## config.mk

```make
export PLATFORM = sky130hd
export DESIGN_NAME = spi_chunk_xfer
export DESIGN_NICKNAME = d
export VERILOG_FILES = /design/src/rtl/spi_chunk_pkg.sv /design/src/rtl/spi_chunk_ctr.sv /design/src/rtl/spi_hunt_ctr.sv /design/src/rtl/spi_ack_chk.sv /design/src/rtl/spi_chunk_xfer.sv
export SDC_FILE = /design/constraint.sdc
export NUM_CORES = 1
export LEC_CHECK = 0
export BUFFER_PORTS_ARGS = -buffer_cell sky130_fd_sc_hd__buf_2
export CAP_MARGIN = 15
export CORE_MARGIN = 4
export CORE_UTILIZATION = 35
export DETAILED_ROUTE_END_ITERATION = 7
export GPL_TIMING_DRIVEN = 0
export SYNTH_ARGS = -nofsm -noshare
export SYNTH_HDL_FRONTEND = slang
export SYNTH_HIERARCHICAL = 1
export SYNTH_SLANG_ARGS = --single-unit
```

## constraint.sdc

```tcl
create_clock -name clk_i -period 3.12 [get_ports clk_i]
set_clock_uncertainty 0.1 [all_clocks]
set_input_delay 0.156 -clock clk_i [delete_from_list [all_inputs] [get_ports clk_i]]
set_output_delay 0.156 -clock clk_i [all_outputs]
set_load 0.01 [all_outputs]
```

## src/rtl/spi_chunk_pkg.sv

```systemverilog
`timescale 1ns/1ps
package spi_chunk_pkg;
  typedef enum logic [3:0] {
    ST_IDLE, ST_W_HDR, ST_W_DATA, ST_W_CRC, ST_W_ACK,
    ST_R_HUNT, ST_R_DATA, ST_R_CRC, ST_FIN
  } xfer_st_e;

  localparam logic [3:0] HDR_NIB   = 4'hF;
  localparam logic [1:0] ORD_FIRST = 2'd1;
  localparam logic [1:0] ORD_MID   = 2'd2;
  localparam logic [1:0] ORD_LAST  = 2'd3;
  localparam logic [7:0] ACK_TOKEN = 8'hC3;
  localparam logic [7:0] ACK_TAIL  = 8'h00;
  localparam logic [7:0] FILL_BYTE = 8'h00;
endpackage

```

## src/rtl/spi_chunk_ctr.sv

```systemverilog
`timescale 1ns/1ps
module spi_chunk_ctr #(
  parameter int CNT_W     = 16,
  parameter int MAX_CHUNK = 8192
) (
  input  logic             clk_i,
  input  logic             rst_ni,
  input  logic             load_i,
  input  logic [CNT_W-1:0] total_i,
  input  logic             open_i,
  input  logic             take_i,
  output logic             rem_zero_o,
  output logic             last_byte_o,
  output logic             chunk_end_o,
  output logic [1:0]       order_o
);
  import spi_chunk_pkg::*;

  localparam int              CH_W  = $clog2(MAX_CHUNK + 1);
  localparam logic [CNT_W-1:0] MAX_C = CNT_W'(MAX_CHUNK);

  logic [CNT_W-1:0] rem_q;
  logic [CH_W-1:0]  left_q;
  logic             first_q;
  logic             fits;
  logic [CH_W-1:0]  chunk_len;

  assign fits      = (rem_q <= MAX_C);
  assign chunk_len = fits ? CH_W'(rem_q) : CH_W'(MAX_CHUNK);

  always_ff @(posedge clk_i or negedge rst_ni) begin
    if (!rst_ni) begin
      rem_q   <= '0;
      left_q  <= '0;
      first_q <= 1'b0;
    end else if (load_i) begin
      rem_q   <= total_i;
      left_q  <= '0;
      first_q <= 1'b1;
    end else begin
      if (open_i) begin
        left_q  <= chunk_len;
        first_q <= 1'b0;
      end
      if (take_i) begin
        rem_q  <= rem_q - 1'b1;
        left_q <= left_q - 1'b1;
      end
    end
  end

  assign rem_zero_o  = (rem_q == '0);
  assign last_byte_o = (rem_q == CNT_W'(1));
  assign chunk_end_o = (left_q == CH_W'(1));
  assign order_o     = fits ? ORD_LAST : (first_q ? ORD_FIRST : ORD_MID);
endmodule

```

## src/rtl/spi_hunt_ctr.sv

```systemverilog
`timescale 1ns/1ps
module spi_hunt_ctr #(
  parameter int TRIES = 10
) (
  input  logic clk_i,
  input  logic rst_ni,
  input  logic clr_i,
  input  logic miss_i,
  output logic give_up_o
);
  localparam int W = $clog2(TRIES + 1);

  logic [W-1:0] cnt_q;

  always_ff @(posedge clk_i or negedge rst_ni) begin
    if (!rst_ni)     cnt_q <= '0;
    else if (clr_i)  cnt_q <= '0;
    else if (miss_i) cnt_q <= cnt_q + 1'b1;
  end

  // the miss that uses up the last try ends the hunt
  assign give_up_o = miss_i && (cnt_q == W'(TRIES - 1));
endmodule

```

## src/rtl/spi_ack_chk.sv

```systemverilog
`timescale 1ns/1ps
module spi_ack_chk (
  input  logic       clk_i,
  input  logic       rst_ni,
  input  logic       clr_i,
  input  logic       push_i,
  input  logic [7:0] byte_i,
  output logic       ok_o
);
  import spi_chunk_pkg::*;

  logic [7:0] prev_q;

  always_ff @(posedge clk_i or negedge rst_ni) begin
    if (!rst_ni)     prev_q <= '0;
    else if (clr_i)  prev_q <= '0;
    else if (push_i) prev_q <= byte_i;
  end

  // evaluated on the final byte: previous must be the token, current the tail
  assign ok_o = (prev_q == ACK_TOKEN) && (byte_i == ACK_TAIL);
endmodule

```

## src/rtl/spi_chunk_xfer.sv

```systemverilog
`timescale 1ns/1ps
module spi_chunk_xfer #(
  parameter int CNT_W      = 16,
  parameter int MAX_CHUNK  = 8192,
  parameter int HUNT_TRIES = 10
) (
  input  logic             clk_i,
  input  logic             rst_ni,
  input  logic             start_i,
  input  logic             wr_i,
  input  logic [CNT_W-1:0] len_i,
  input  logic             crc_en_i,
  input  logic             clockless_i,
  output logic             done_o,
  output logic             err_o,
  output logic             busy_o,
  input  logic [7:0]       src_data_i,
  input  logic             src_valid_i,
  output logic             src_ready_o,
  output logic [7:0]       snk_data_o,
  output logic             snk_valid_o,
  input  logic             snk_ready_i,
  output logic             sh_req_o,
  output logic [7:0]       sh_tx_o,
  input  logic             sh_ack_i,
  input  logic [7:0]       sh_rx_i
);
  import spi_chunk_pkg::*;

  xfer_st_e   state_q, state_d;
  logic       crc_q, cl_q, err_q, err_d;
  logic [1:0] tail_q, tail_d;
  logic       go, ld, open_c, take, miss;
  logic       rem_zero, last_byte, chunk_end, give_up, ack_ok;
  logic [1:0] order;
  logic       rd_trailer;
  logic [1:0] ack_last;

  assign go         = sh_req_o & sh_ack_i;
  assign rd_trailer = crc_q & ~cl_q;
  assign ack_last   = crc_q ? 2'd1 : 2'd2;

  spi_chunk_ctr #(.CNT_W(CNT_W), .MAX_CHUNK(MAX_CHUNK)) u_ctr (
    .clk_i      (clk_i),
    .rst_ni     (rst_ni),
    .load_i     (ld),
    .total_i    (len_i),
    .open_i     (open_c),
    .take_i     (take),
    .rem_zero_o (rem_zero),
    .last_byte_o(last_byte),
    .chunk_end_o(chunk_end),
    .order_o    (order)
  );

  spi_hunt_ctr #(.TRIES(HUNT_TRIES)) u_hunt (
    .clk_i    (clk_i),
    .rst_ni   (rst_ni),
    .clr_i    (state_q != ST_R_HUNT),
    .miss_i   (miss),
    .give_up_o(give_up)
  );

  spi_ack_chk u_ack (
    .clk_i (clk_i),
    .rst_ni(rst_ni),
    .clr_i (state_q != ST_W_ACK),
    .push_i(go && (state_q == ST_W_ACK)),
    .byte_i(sh_rx_i),
    .ok_o  (ack_ok)
  );

  always_comb begin
    state_d  = state_q;
    err_d    = err_q;
    tail_d   = tail_q;
    sh_req_o = 1'b0;
    sh_tx_o  = FILL_BYTE;
    ld       = 1'b0;
    open_c   = 1'b0;
    take     = 1'b0;
    miss     = 1'b0;
    unique case (state_q)
      ST_IDLE: begin
        if (start_i) begin
          ld     = 1'b1;
          err_d  = 1'b0;
          tail_d = '0;
          if (len_i == '0) state_d = ST_FIN;
          else             state_d = wr_i ? ST_W_HDR : ST_R_HUNT;
        end
      end
      ST_W_HDR: begin
        sh_req_o = 1'b1;
        sh_tx_o  = {HDR_NIB, 2'b00, order};
        if (go) begin
          open_c  = 1'b1;
          state_d = ST_W_DATA;
        end
      end
      ST_W_DATA: begin
        sh_req_o = src_valid_i;
        sh_tx_o  = src_data_i;
        if (go) begin
          take = 1'b1;
          if (chunk_end) begin
            tail_d = '0;
            if (crc_q)          state_d = ST_W_CRC;
            else if (last_byte) state_d = ST_W_ACK;
            else                state_d = ST_W_HDR;
          end
        end
      end
      ST_W_CRC: begin
        sh_req_o = 1'b1;
        if (go) begin
          tail_d = tail_q + 1'b1;
          if (tail_q == 2'd1) begin
            tail_d  = '0;
            state_d = rem_zero ? ST_W_ACK : ST_W_HDR;
          end
        end
      end
      ST_W_ACK: begin
        sh_req_o = 1'b1;
        if (go) begin
          tail_d = tail_q + 1'b1;
          if (tail_q == ack_last) begin
            err_d   = ~ack_ok;
            state_d = ST_FIN;
          end
        end
      end
      ST_R_HUNT: begin
        sh_req_o = 1'b1;
        if (go) begin
          if (sh_rx_i[7:4] == HDR_NIB) begin
            open_c  = 1'b1;
            state_d = ST_R_DATA;
          end else begin
            miss = 1'b1;
            if (give_up) begin
              err_d   = 1'b1;
              state_d = ST_FIN;
            end
          end
        end
      end
      ST_R_DATA: begin
        sh_req_o = snk_ready_i;
        if (go) begin
          take = 1'b1;
          if (chunk_end) begin
            tail_d = '0;
            if (rd_trailer)     state_d = ST_R_CRC;
            else if (last_byte) state_d = ST_FIN;
            else                state_d = ST_R_HUNT;
          end
        end
      end
      ST_R_CRC: begin
        sh_req_o = 1'b1;
        if (go) begin
          tail_d = tail_q + 1'b1;
          if (tail_q == 2'd1) begin
            tail_d  = '0;
            state_d = rem_zero ? ST_FIN : ST_R_HUNT;
          end
        end
      end
      ST_FIN:  state_d = ST_IDLE;
      default: state_d = ST_IDLE;
    endcase
  end

  always_ff @(posedge clk_i or negedge rst_ni) begin
    if (!rst_ni) begin
      state_q <= ST_IDLE;
      err_q   <= 1'b0;
      tail_q  <= '0;
      crc_q   <= 1'b0;
      cl_q    <= 1'b0;
    end else begin
      state_q <= state_d;
      err_q   <= err_d;
      tail_q  <= tail_d;
      if (state_q == ST_IDLE && start_i) begin
        crc_q <= crc_en_i;
        cl_q  <= clockless_i;
      end
    end
  end

  assign done_o      = (state_q == ST_FIN);
  assign err_o       = done_o & err_q;
  assign busy_o      = (state_q != ST_IDLE);
  assign src_ready_o = go && (state_q == ST_W_DATA);
  assign snk_valid_o = go && (state_q == ST_R_DATA);
  assign snk_data_o  = sh_rx_i;
endmodule

```

### After elaboration in Yosys (flattened, before gate mapping)

Index checks and enable logic that the tools add are counted.

* register bits: 52
* output and inout port bits: 22

* add/subtract/negate cells: 4
* magnitude comparators: 1
* equal/unequal tests: 36
* multiplexer cells: 65
* bitwise gates (word level): 5
* reduce and logical (&&, ||, !) cells: 24

Operator list (number)
* $mux W4: 21
* $mux W14: 4
* $logic_not A16 Y1: 2
* $mux W16: 2
* $pmux W4 S8: 1
* $ne A2 B2 Y1 const B: 14
* $mux W2: 9
* $mux W1: 17
* $eq A16 B1 Y1 const B: 1
* $eq A4 B3 Y1 const B: 4
* $le A16 B14 Y1 const B: 1
* $mux W8: 2
* $pmux W8 S2: 1
* $sub A16 B1 Y16 const B: 1
* $eq A14 B1 Y1 const B: 1
* $reduce_and A14 Y1: 1
* $sub A14 B1 Y14 const B: 1
* $eq A4 B4 Y1 const B: 3
* $mux W3: 4
* $eq A4 B2 Y1 const B: 2
* $eq A8 B8 Y1 const B: 1
* $logic_not A8 Y1: 1
* $ne A2 B1 Y1 const B: 4
* $ne A4 B3 Y1 const B: 2
* other kinds (20): 35

### Longest topological paths before layout

* depth in word-level cells: 11
* mapped depth: 11
* depth with buffers taken out: 10

### Modules after synthesis

The synthesis kept the hierarchy.

By module, submodules not included
* spi_chunk_ctr: times used 1, cells an instance 225, area each 2014.4 sq um, sequential area each 775.7 sq um
* spi_chunk_xfer: times used 1, cells an instance 140, area each 1081.0 sq um, sequential area each 225.2 sq um
* spi_ack_chk: times used 1, cells an instance 31, area each 376.6 sq um, sequential area each 200.2 sq um
* spi_hunt_ctr: times used 1, cells an instance 20, area each 242.7 sq um, sequential area each 100.1 sq um

### Worst setup path after synthesis

Ideal clock, no wire load.

* kind: register to register
* start: register state_q[2]
* end: register u_ctr.rem_q[13]
* library setup time: 0.126 ns
* arrival: 2.551 ns
* path slack: 0.343 ns
* stages on the path, launching flop included: 9
* path through: dfrtp_1 > buf_2 > a221oi_1 > nand2b_1 > nor3_1 > or4b_2 > nor4b_1 > nor3b_1 > a221o_1

* cells in the longest elaborated chain, start to end: 7

Ends and longest elaborated chain
* from (decl): RTL line spi_chunk_xfer.sv:30 `xfer_st_e state_q, state_d;`
* from (signal assigned): RTL line spi_chunk_xfer.sv:184 `state_q <= state_d;`
* $eq A4 B3 Y1, or another cell as far along: RTL line spi_chunk_xfer.sv:83 `unique case (state_q)`
* $reduce_or A5 Y1 (no source line)
* $pmux W1 S3: RTL line spi_chunk_xfer.sv:83
* $and A1 B1 Y1: RTL line spi_chunk_xfer.sv:39 `assign go = sh_req_o & sh_ack_i;`
* $mux W1: RTL line spi_chunk_xfer.sv:104, spi_chunk_xfer.sv:151
* $mux W1 (*)
* named net take: RTL line spi_chunk_xfer.sv:33 `logic go, ld, open_c, take, miss;`
* $reduce_bool A2 Y1 (no source line) (*)
* to (signal assigned): RTL line spi_chunk_ctr.sv:37 `rem_q <= total_i;`
* to (signal assigned): RTL line spi_chunk_ctr.sv:46 `rem_q <= rem_q - 1'b1;`
* to (decl): RTL line spi_chunk_ctr.sv:22 `logic [CNT_W-1:0] rem_q;`

The timed path passes the listed nets; every way through them passes the cells marked *.
A chain may end at the register's enable or synchronous reset.

### Final worst setup path

Ends and elaborated chain as after synthesis.

==> impl_metrics.toml <==
[power_and_ir_drop]
power.density_nw_per_um2 = 816
p_leak_nw = 1.93
ir_drop_uv = 325
power_w = 0.00371

[route]
ant_nets = 0
wl_per_cell_um = 16.1
via_count = 3477
drc = 0
routed_wl_mm = 10.3
drt-initial-drc-count = 253
viasPerCell = 5.44
first_pass_iters = 4

[setup_path]
r2r_start = "state_q[2]"
startpoint_type = "flop"
slowest_delay_ps = 690
r2r_cells = 8
path_cells = "buf_2, a221oi_2, nand2b_2, nor3_4, or4b_2, nor4b_2, nor3b_1, a221o_1"
crit_type = "flop to flop"
r2r-end = "u_ctr/rem_q[13]"
critPathArrivalTime_ps = 3030
critPathMaxFanout = 10
critPathSlowestCell = "or4b_2"
ff2ff_setup_slack_ps = 200
required_ps = 3220
cp-end-kind = "flop"

[sta]
final-setup-viol-count = 0
hold_viol = 0
min_period_over_period = 0.937
maxSlewViolCount = 0
max_freq_mhz = 342
setup_tns_ps = 0
max_slew_margin = 0.393
tightest_slew_ps = 903
fin_crit_ps = 2920

[synthesis]
netlist_area_um2 = 3710
yosysUniqueCellTypes = 75
synth_seq_cells = 52
ys.flop_type = "dfrtp_1"
synth_seq_area_share = 0.350
synth.net_count = 466
synth-edff-count = 0
syn_inst = 416
synthArstFlopShare = 1.00
avgSynthCellArea_um2 = 8.93
yosysWarnings = 6

[grt]
grt_max_degree = 30
first_global_vias = 3434
grt_overflow = 0
grt_use_total = 0.165
grt_first_pass_wirelength_mm = 17.1
antenna_found_initial = 0

[status]
status = "finished, final reports clean"

[place]
placed_area_um2 = 4220
place_inst = 615
io_buffer_count = 62
place.gp.congestion = 0.861
dpl.hpwl_mm = 7.57

[final_layout]
num_antenna_cells = 0
layout_common_cells = "buf_2, dfrtp_1, nor2_1"
final_common_cell = "buf_2"
post-route-util = 0.440
final_cell_area_um2 = 4540
stdcell_count = 639
drive_gt1_frac = 0.252
syn_to_final_growth_pct = 22.2
fin_nets = 552

[clocking]
numCtsBuffers = 5
cts.clk_slew.worst_paths_ps = 100
h-tree-depth = 2
clkLatencyLatePin_ps = 310
cts_setup_buffers = 0
cts_sinks = 52
clockBufferDepth = 2
cts_tree = "done"
cts-root-buf = "clkbuf_8"

[worst_hold_path]
holdCritPathClass = "input pin to flop"
holdPathEnd = "u_ctr/rem_q[7]"
worstHoldPathCells = 3
worstHoldStart = "len_i[7]"

[die]
initial_core_util = 0.360
io_pins = 63
core_um2 = 10300
rows = 37
fp.dieArea_um2 = 12300
die_h_um = 111
die_x_um = 111

[run]
cap_viol_max_count = 0
-- routing by layer --
layer / vias to the layer above / share of wire / track usage
met5: - / 0 / 0
met4: 0 / 0.0072 / 0.0373
met3: 6 / 0.049 / 0.0284
met2: 89 / 0.50 / 0.284
met1: 1693 / 0.45 / 0.218
li1: 1689 / - / -
-- registers in the layout, indices dropped and copies added (netlist names) --
name and flops:
u_ctr/rem_q 16, u_ctr/left_q 14, u_ack/prev_q 8, state_q 4, u_hunt/cnt_q 4, tail_q 2, cl_q 1, crc_q 1
err_q 1, u_ctr/first_q 1
-- cells in the mapped netlist (7+ instances only) --
cell      instances  area share
a21oi_1          11       0.015
a221o_1           7       0.019
buf_4            10       0.020
clkbuf_1         13       0.013
dfrtp_1          52        0.35
ha_1              9       0.030
inv_1            14       0.014
mux2i_1          11       0.030
nand2_1          33       0.033
nand2b_1          7       0.012
nand4_1           8       0.013
nor2_1           46       0.046
nor2b_1           9       0.015
nor3_1           15       0.020
nor4_1           16       0.027
o21ai_0          18       0.024
xnor2_1          10       0.024
-- where the power goes --
| part | internal [W] | switching [W] | leakage [nW] | total (W) |
|---|---|---|---|---|
| clock | 0.000178 | 0.000238 | 0.0510 | 0.000416 |
| sequential | 0.000889 | 0.000292 | 0.683 | 0.00118 |
| combinational | 0.000893 | 0.00122 | 1.19 | 0.00211 |
| total | 0.00196 | 0.00175 | 1.93 | 0.00371 |
-- kinds of logic (layout without fill, tap and decap cells) --
kind of cell             after synthesis  after routing  synth area share
buffers and inverters                 48            135            0.0674
multiplexers                          19             19            0.0559
flip-flops                            52             52             0.350
AO/OA/AOI/OAI                         81             81             0.162
adder cells (fa/ha/maj)                9              9            0.0303
XOR/XNOR                              16             16            0.0377
AND/OR/NAND/NOR                      191            191             0.297
-- stage by stage --
step                      setup WS, ps  hold slack (ps)
after global placement            -225              280
after floorplan                    343             -240
final                              195             18.8
after global routing             -6.92             13.2
after detailed placement          -233             92.4
after CTS                         27.4             9.44
-- critical path, delay by kind of cell, from the launching register on --
kind	cells	cell delay, ps
flops	1	420
buf+inv	1	260
simple gates	5	1640
compound gates	2	400
-- how the worst max path moves through the flow --
stage	start	endpoint	depth (start not counted)
3_5_place_dp	state_q[2]	u_ctr/rem_q[5]	9
2_1_floorplan	state_q[2]	u_ctr/rem_q[13]	8
4_1_cts	state_q[2]	u_ctr/rem_q[13]	8
5_1_grt	state_q[1]	u_ctr/rem_q[15]	8
3_3_place_gp	state_q[2]	u_ctr/rem_q[13]	8
6_report	state_q[2]	u_ctr/rem_q[13]	8
-- cell type report --
| type | count | area (µm²) |
|---|---|---|
| Fill cell | 1006 | 5780 |
| Multi-Input combinational cell | 316 | 2230 |
| Sequential cell | 52 | 1300 |
| Timing Repair Buffer | 79 | 490 |
| Buffer | 33 | 199 |
| Tap cell | 136 | 170 |
| Clock buffer | 6 | 82.6 |
| Inverter | 15 | 56.3 |
| Clock inverter | 2 | 10.0 |
-- what timing repair did --
item | CTS | global route
hold buffers | 16 | 0
pin swaps | 0 | 1
setup endpoints to repair | 19 | 29
gates resized for setup | 5 | 14
endpoints found under the hold margin | 38 | 0
Power figures use the tool's default switching activity.
